**config.mk**
```make
export PLATFORM = sky130hd
export DESIGN_NAME = a429_rx_filter
export DESIGN_NICKNAME = d
export VERILOG_FILES = /design/src/rtl/a429_pkg.sv /design/src/rtl/a429_bit_rx.sv /design/src/rtl/a429_label_filter.sv /design/src/rtl/a429_word_fifo.sv /design/src/rtl/a429_rx_filter.sv
export SDC_FILE = /design/constraint.sdc
export NUM_CORES = 1
export LEC_CHECK = 0
export CORE_MARGIN = 1
export CORE_UTILIZATION = 68
export DETAILED_ROUTE_END_ITERATION = 10
export PLACE_DENSITY_LB_ADDON = 0.12
export SLEW_MARGIN = 20
export SYNTH_ARGS = -nofsm -noshare
export SYNTH_HDL_FRONTEND = slang
export SYNTH_SLANG_ARGS = --single-unit
```
**constraint.sdc**
```tcl
create_clock -name clk -period 9.3 [get_ports clk]
set_input_delay 1.86 -clock clk [delete_from_list [all_inputs] [get_ports clk]]
set_output_delay 1.86 -clock clk [all_outputs]
set_load 0.02 [all_outputs]
```
**src/rtl/a429_pkg.sv**
```systemverilog
package a429_pkg;

    typedef logic [31:0] word_t;
    typedef logic [7:0]  label_t;

    typedef struct packed {
        logic  valid;
        word_t data;
    } rx_word_t;

    function automatic label_t label_of(input word_t w);
        return w[7:0];
    endfunction

    // Odd count of ones is good parity; bit 31 flags an even count.
    function automatic word_t tag_parity(input word_t w, input logic par_on);
        return par_on ? {~(^w), w[30:0]} : w;
    endfunction

endpackage

```
**src/rtl/a429_bit_rx.sv**
```systemverilog
module a429_bit_rx
    import a429_pkg::*;
#(
    parameter int FAST_BT = 8,
    parameter int SLOW_BT = 64
) (
    input  logic     clk,
    input  logic     rst,
    input  logic     rate_sel,
    input  logic     line_hi,
    input  logic     line_lo,
    output rx_word_t rx_out
);
    localparam int TW = $clog2(4 * SLOW_BT + 1);

    logic          hi_q, lo_q, act_q;
    logic [TW-1:0] timer;
    logic [5:0]    cnt;
    word_t         shreg;
    logic          start;
    logic [TW-1:0] end_lim, restart_lim;

    always_comb begin
        start       = (hi_q ^ lo_q) && !act_q;
        end_lim     = rate_sel ? TW'(4 * SLOW_BT - 1) : TW'(4 * FAST_BT - 1);
        restart_lim = rate_sel ? TW'(2 * SLOW_BT) : TW'(2 * FAST_BT);
    end

    always_ff @(posedge clk) begin
        if (rst) begin
            hi_q   <= 1'b0;
            lo_q   <= 1'b0;
            act_q  <= 1'b0;
            timer  <= '0;
            cnt    <= '0;
            shreg  <= '0;
            rx_out <= '0;
        end else begin
            hi_q         <= line_hi;
            lo_q         <= line_lo;
            act_q        <= hi_q | lo_q;
            rx_out.valid <= 1'b0;
            if (start) begin
                timer <= '0;
                if (cnt != 6'd0 && timer >= restart_lim) begin
                    shreg <= {31'b0, hi_q};
                    cnt   <= 6'd1;
                end else if (cnt >= 6'd32) begin
                    cnt <= 6'd33;
                end else begin
                    shreg[cnt[4:0]] <= hi_q;
                    cnt             <= cnt + 6'd1;
                end
            end else begin
                if (timer != '1) timer <= timer + 1'b1;
                if (cnt != 6'd0 && timer == end_lim) begin
                    cnt <= 6'd0;
                    if (cnt == 6'd32) begin
                        rx_out.valid <= 1'b1;
                        rx_out.data  <= shreg;
                    end
                end
            end
        end
    end
endmodule

```
**src/rtl/a429_label_filter.sv**
```systemverilog
module a429_label_filter
    import a429_pkg::*;
#(
    parameter int N_LBL = 16
) (
    input  logic                     clk,
    input  logic                     rst,
    input  logic                     filt_en,
    input  logic                     par_mode,
    input  logic                     lbl_we,
    input  logic [$clog2(N_LBL)-1:0] lbl_idx,
    input  label_t                   lbl_val,
    input  rx_word_t                 in_word,
    output rx_word_t                 out_word
);
    label_t           table_q [N_LBL];
    logic [N_LBL-1:0] used_q;
    logic [N_LBL-1:0] hit;

    always_ff @(posedge clk) begin
        if (rst) begin
            used_q <= '0;
            for (int i = 0; i < N_LBL; i++) table_q[i] <= '0;
        end else if (lbl_we) begin
            table_q[lbl_idx] <= lbl_val;
            used_q[lbl_idx]  <= 1'b1;
        end
    end

    for (genvar g = 0; g < N_LBL; g++) begin : g_cmp
        assign hit[g] = used_q[g] && (table_q[g] == label_of(in_word.data));
    end

    always_comb begin
        out_word.valid = in_word.valid && (!filt_en || (|hit));
        out_word.data  = tag_parity(in_word.data, par_mode);
    end
endmodule

```
**src/rtl/a429_word_fifo.sv**
```systemverilog
module a429_word_fifo
    import a429_pkg::*;
#(
    parameter int DEPTH = 32
) (
    input  logic        clk,
    input  logic        rst,
    input  logic        wr_en,
    input  word_t       wr_data,
    input  logic        rd_strobe,
    output logic [15:0] rd_data,
    output logic        ready,
    output logic        full,
    output logic        half
);
    localparam int AW = $clog2(DEPTH);

    word_t       mem [DEPTH];
    logic [AW-1:0] wr_ptr, rd_ptr;
    logic [AW:0]   count;
    logic          hsel;
    logic          push, pop;

    always_comb begin
        ready   = count != '0;
        full    = count == (AW+1)'(DEPTH);
        half    = count >= (AW+1)'(DEPTH / 2);
        push    = wr_en && !full;
        pop     = rd_strobe && ready && hsel;
        rd_data = hsel ? mem[rd_ptr][31:16] : mem[rd_ptr][15:0];
    end

    always_ff @(posedge clk) begin
        if (push) mem[wr_ptr] <= wr_data;
    end

    always_ff @(posedge clk) begin
        if (rst) begin
            wr_ptr <= '0;
            rd_ptr <= '0;
            count  <= '0;
            hsel   <= 1'b0;
        end else begin
            if (push) wr_ptr <= wr_ptr + 1'b1;
            if (pop)  rd_ptr <= rd_ptr + 1'b1;
            if (rd_strobe && ready) hsel <= !hsel;
            if (push && !pop)      count <= count + 1'b1;
            else if (pop && !push) count <= count - 1'b1;
        end
    end
endmodule

```
**src/rtl/a429_rx_filter.sv**
```systemverilog
module a429_rx_filter
    import a429_pkg::*;
#(
    parameter int FAST_BT = 8,
    parameter int SLOW_BT = 64,
    parameter int N_LBL   = 16,
    parameter int DEPTH   = 32
) (
    input  logic        clk,
    input  logic        rst,
    input  logic        rate_sel,
    input  logic        filt_en,
    input  logic        par_mode,
    input  logic        lbl_we,
    input  logic [3:0]  lbl_idx,
    input  logic [7:0]  lbl_val,
    input  logic        line_hi,
    input  logic        line_lo,
    input  logic        rd_strobe,
    output logic [15:0] rd_data,
    output logic        data_ready,
    output logic        fifo_full,
    output logic        fifo_half
);
    rx_word_t framed, kept;

    a429_bit_rx #(.FAST_BT(FAST_BT), .SLOW_BT(SLOW_BT)) u_bits (
        .clk(clk), .rst(rst), .rate_sel(rate_sel),
        .line_hi(line_hi), .line_lo(line_lo), .rx_out(framed)
    );

    a429_label_filter #(.N_LBL(N_LBL)) u_filt (
        .clk(clk), .rst(rst), .filt_en(filt_en), .par_mode(par_mode),
        .lbl_we(lbl_we), .lbl_idx(lbl_idx[$clog2(N_LBL)-1:0]), .lbl_val(lbl_val),
        .in_word(framed), .out_word(kept)
    );

    a429_word_fifo #(.DEPTH(DEPTH)) u_fifo (
        .clk(clk), .rst(rst), .wr_en(kept.valid), .wr_data(kept.data),
        .rd_strobe(rd_strobe), .rd_data(rd_data), .ready(data_ready),
        .full(fifo_full), .half(fifo_half)
    );
endmodule

```
; After elaboration in Yosys (flattened, before gate mapping)
; Memory sizes are Yosys's and may differ from the RTL's. A register that Yosys moved wholly into a read port is not among the register bits.
; Index checks and enable logic that the tools add are counted.
[op_classes]
n_mux = 30
n_eq_ne = 21
reduce_logical = 45
add_sub_neg = 6
magnitude_cmp = 7
bitwise = 6
[op_table]
columns = op, n
row1 = 8-bit equality test, 16
row2 = 32-bit two-way mux, 3
row3 = 6-bit two-way mux, 6
row4 = 33-bit two-way mux, 1
row5 = 32-bit bitwise mux, 1
row6 = 32-bit XOR reduction, 1
row7 = 1-bit logical AND, 27
row8 = 8-bit two-way mux, 3
row9 = 16-bit two-way mux, 1
row10 = 16-bit OR, 1
row11 = 16-bit OR reduction, 1
row12 = "6-bit by 1-bit adder with 6-bit output, second input constant", 2
row13 = "6-bit equality test, second input constant", 2
row14 = 6-bit nonzero test, 2
row15 = "5-bit by 1-bit adder with 5-bit output, second input constant", 2
row16 = 1-bit two-way mux, 10
row17 = 5-bit two-way mux, 2
row18 = "9-bit by 1-bit adder with 9-bit output, second input constant", 1
row19 = 9-bit equality test, 1
row20 = 9-bit >= comparator, 1
row21 = "9-bit != test, second input constant", 1
row22 = 8-bit OR reduction, 1
row23 = "6-bit by 5-bit >= comparator with 1-bit output, second input constant", 1
row24 = "6-bit >= comparator, second input constant", 1
row25 = other kinds (19), 27
[word_totals]
memories = 2
ram_bits = 1152
inputBits = 21
reg_bits = 116
output_inout_bits = 19
[memory_table]
columns = memory, words, width, rd, rd_clocked_by_memory_dff, wr, line_no
row1 = u_fifo.mem, 32, 32, 1, 1, 1, a429_word_fifo.sv:18  ; word_t mem [DEPTH];
row2 = u_filt.table_q, 16, 8, 16, 0, 16, a429_label_filter.sv:16  ; label_t table_q [N_LBL];

; Depth between registers and ports, before layout
; An unclocked memory read counts as a cell.
[logic_depth]
word_depth = 11
ltp_mapped = 19

; Hierarchy
; From an unflattened synthesis, not the netlist that was laid out.
[unflattened]
hier_cells = 2809
area_unflattened_um2 = 51251.7
[by_module_without_submodules]
columns = mod, n_inst, area_each_um2, cells_per_inst, seq_area_each_um2
row1 = a429_word_fifo, 1, 39917.0, 1762, 31189.9
row2 = a429_label_filter, 1, 7438.4, 604, 4164.0
row3 = a429_bit_rx, 1, 3896.2, 443, 1661.6

; Worst setup path before layout
; Ideal clock, no wire load.
[synth_path]
path_type = register -> output
from = register with a tool-made name
to = output rd_data[0]
setup_slack_ns = 4.955
arrival_ns = 2.485
t_required_ns = 7.440
stages_incl_launch_ff = 6
cell_sequence = dfxtp_1 -> buf_2 -> clkbuf_1 -> mux4_2 -> mux4_2 -> mux4_2
[synth_lines]
columns = item, line_no
row1 = end: declaration, a429_rx_filter.sv:20  ; output logic [15:0] rd_data,

==> run_results.csv <==
group,metric,value,unit
synth,synth_ff_type,"edfxtp_1",
critical_path,r2r-start,"u_bits.rx_out[4]$_SDFFE_PP0P_",
hold_path,hold_path_depth,1,
timing,fmax,154,MHz
die,die_w,275,µm
critical_path,cp_data_arrival_time,4.65,ns
clock_tree,cts_resized,0,
clock_tree,hold_buffers,0,
hold_path,min_path_type,"flop to flop",
synth,ys_types,50,
critical_path,critical_path.cell_chain,"buf_12 > mux4_2 > mux4_2 > mux4_2 > clkdlybuf4s50_1",
routing,wl_per_cell,34.0,µm
finish,area_growth,11.0,%
critical_path,worst-setup-path-type,"flop to output pin",
global_route,grt_pass1_vias,26500,
hold_path,hold_start,"u_filt.used_q[15]$_SDFFE_PP0P_",
synth,yosysWarnings,0,
routing,via_per_inst,7.04,
timing,tightest_slew,1.16,ns
routing,drc_errors,1,
finish,n_fill_cell,3724,
timing,layout_worst_path_cycle_share,0.700,
hold_path,hold_end,"u_filt.used_q[15]$_SDFFE_PP0P_",
die,die_height,275,µm
routing,vias,26200,
die,fp-row-count,99,
finish,drive_gt1_frac,0.231,
global_route,grt_pass1_wl,181000,µm
critical_path,setup.worst_path.start_class,"flop",
clock_tree,clock_sinks,1273,
global_route,grt_antenna_before_repair,3,
timing,min_period,6.51,ns
clock_tree,path_clk_slew,0.07,ns
timing,drv_slew,0,
outcome,status,"finished with violations",
critical_path,critPathTopFamily,"multiplexers",
finish,multi_input_area,0.0130,mm²
timing,finalHoldViolations,0,
global_route,grt_overflow,0,
critical_path,rr_endpoint,"u_fifo.mem[21][22]$_DFFE_PP_",
critical_path,rr_worst_depth,10,
critical_path,cp_max_fo,152,
routing,ant_nets,0,
critical_path,critical-path-slowest-cell,"dfxtp_4",
power_and_ir_drop,ir_drop,0.165,mV
finish,final_net_count,2697,
critical_path,max_stage_delay,0.87,ns
timing,slew_headroom,0.225,
placement,place_congestion,0.783,
routing,dr.first_iter.drc_count,3629,
timing,finClkSkew,0.0182,ns
timing,grt_setup_unrepaired,"false",
finish,stdcell_area,0.0561,mm²
die,dieArea,0.0754,mm²
placement,placed_cell_area,0.0522,mm²
synth,avgSynthCellArea,19.6,µm²
power_and_ir_drop,power_density,200,mW/mm²
clock_tree,clockBufferDepth,3,
synth,async_reset_ff_frac,0,
critical_path,endpoint_kind,"output pin",
critical_path,r2r_slack,4.32,ns
timing,setup_tns,0,ns
clock_tree,numCtsBuffers,121,
die,core_area,0.0732,mm²
clock_tree,cts_setup_buffers,0,
routing,first_pass_iters,11,
clock_tree,htreeDepth,3,
job,drv_cap,0,
clock_tree,clk_latency,0.69,ns
die,ios,40,
finish,register_area,0.0371,mm²
synth,synthCells,2582,
global_route,grt.total_usage,0.344,
critical_path,critPathRequiredTime,7.44,ns
critical_path,critPathBufInv,2,
clock_tree,clockRootBuffer,"clkbuf_16",
synth,synth_fp_nets,2624,
clock_tree,cts_tree,"done",
synth,synth_seq_cells,1273,
finish,antenna_cells,0,
outcome,failed_checks,"design-rule violations",
synth,synth-edff-count,1152,
power_and_ir_drop,power.leakage,20.5,nW
placement,dp_hpwl,59700,µm
synth,ys_seq_area_frac,0.733,
routing,drt_wl_total,126000,µm
timing,finalSetupViolCount,0,
die,start_util,0.690,
synth,synth_area,0.0505,mm²
critical_path,crit_top_cell,"mux4_2",
placement,io_buffers,39,
global_route,grt_max_degree,153,
## per-stage QoR
stage	power, mW	std cells	utilization	setup WS (ns)	hold slack (ns)
6_report	11.2	3719	0.766	2.79	0.454
3_3_place_gp	6.43	3491	0.712	3.58	0.433
4_1_cts	11.2	3719	0.766	2.77	0.454
3_5_place_dp	6.44	3491	0.712	3.59	0.441
2_1_floorplan	6.40	2582	-	4.96	0.426
5_1_grt	11.4	3719	0.766	2.75	0.472
## sequential cells by signal, indices dropped and copies added, names as in the netlist, named ones only
name,cells
u_fifo.count,6
u_filt.used_q,16
u_fifo.mem,1024
u_bits.shreg,32
u_fifo.rd_ptr,5
u_filt.table_q,128
u_bits.cnt,6
u_bits.lo_q,1
u_bits.timer,9
u_fifo.hsel,1
u_fifo.wr_ptr,5
u_bits.act_q,1
u_bits.rx_out,33
u_bits.hi_q,1
## layout make-up
| class | instances | area share |
|---|---|---|
| clock inverter | 81 | 0.0131 |
| tap | 959 | 0.0214 |
| multi-input combinational | 1151 | 0.233 |
| sequential | 1273 | 0.661 |
| inverter | 17 | 0.00114 |
| clock buffer | 147 | 0.0563 |
| timing repair buffer | 91 | 0.0145 |
## worst reg2reg max path, cell delays in order, from the launching register on
cell	delay, ns
dfxtp_2	0.71
buf_4	0.47
xor2_1	0.13
nor4_1	0.33
nand4_1	0.19
and4_1	0.27
nand3_1	0.21
o211a_1	0.34
nand2_1	0.52
nor2_4	0.89
buf_4	0.56
## layer usage
layer  vias to the layer above  track usage  part of all wire
met4                         0        0.145             0.048
met2                      1759        0.556              0.49
li1                      10400            -                 -
met3                       367       0.0593              0.10
met5                         -            0                 0
met1                     13700        0.474              0.36
## worst max path at each step
stage,from,endpoint,cells past startpoint
after detailed placement,flop,rd_data[4],5
after global routing,flop,rd_data[4],5
after CTS,flop,rd_data[4],5
after floorplan,flop,rd_data[0],5
after global placement,flop,rd_data[4],5
final,flop,rd_data[4],5
## synthesized netlist by cell type (2+ instances only)
cell type / number / area share
inv_1: 17 / 0.0013
nor4_1: 13 / 0.0016
mux4_2: 336 / 0.15
buf_6: 3 / 0.00067
a21oi_1: 48 / 0.0048
nor3b_1: 2 / 0.00030
a21o_1: 18 / 0.0027
nand2_1: 85 / 0.0063
buf_1: 14 / 0.0010
nand3_1: 43 / 0.0043
mux2i_1: 38 / 0.0075
buf_2: 26 / 0.0026
buf_4: 16 / 0.0024
o21ai_0: 21 / 0.0021
and4_1: 3 / 0.00052
or3_1: 9 / 0.0011
and2_1: 133 / 0.016
a31oi_1: 5 / 0.00062
ha_1: 20 / 0.0050
nor3_1: 18 / 0.0018
nor2_1: 119 / 0.0088
edfxtp_1: 1152 / 0.68
nand2b_1: 3 / 0.00037
xnor2_1: 90 / 0.016
nor2b_1: 6 / 0.00074
or3b_2: 2 / 0.00035
clkbuf_1: 80 / 0.0059
dfxtp_1: 121 / 0.048
clkbuf_2: 2 / 0.00020
or2_2: 6 / 0.00074
xor2_1: 86 / 0.015
o21a_1: 2 / 0.00030
and3_1: 2 / 0.00025
nand3b_1: 3 / 0.00045
nand4_1: 25 / 0.0031
## cell usage in the layout, fill, tap and decap left out, types with 32 or more instances in the layout
cell type	netlist	layout
a21oi_1	48	48
clkdlybuf4s50_1	0	38
xnor2_1	90	90
clkbuf_16	0	122
nand3_1	43	43
edfxtp_1	1152	1152
mux4_2	336	336
dfxtp_1	121	93
buf_4	16	49
nor2_1	119	87
nor2_4	0	32
xor2_1	86	86
and2_1	133	133
nand2_1	85	84
mux2i_1	38	38
## logic make-up (layout without fill, tap and decap cells)
logic type	after synthesis	after routing	share of synthesized area
fa+ha+maj	21	21	0.00535
mux	375	375	0.158
compound gates	102	102	0.0119
xor+xnor	176	176	0.0305
buf+inv	158	336	0.0141
flops	1273	1273	0.733
simple gates	477	477	0.0480
## power breakdown
part	internal [mW]	switching (mW)	leakage (nW)
Combinational	0.0390	0.0729	4.52
Clock	2.75	2.13	1.90
Sequential	6.19	0.0217	14.0
Total	8.97	2.22	20.5
Power figures use the tool's default switching activity.
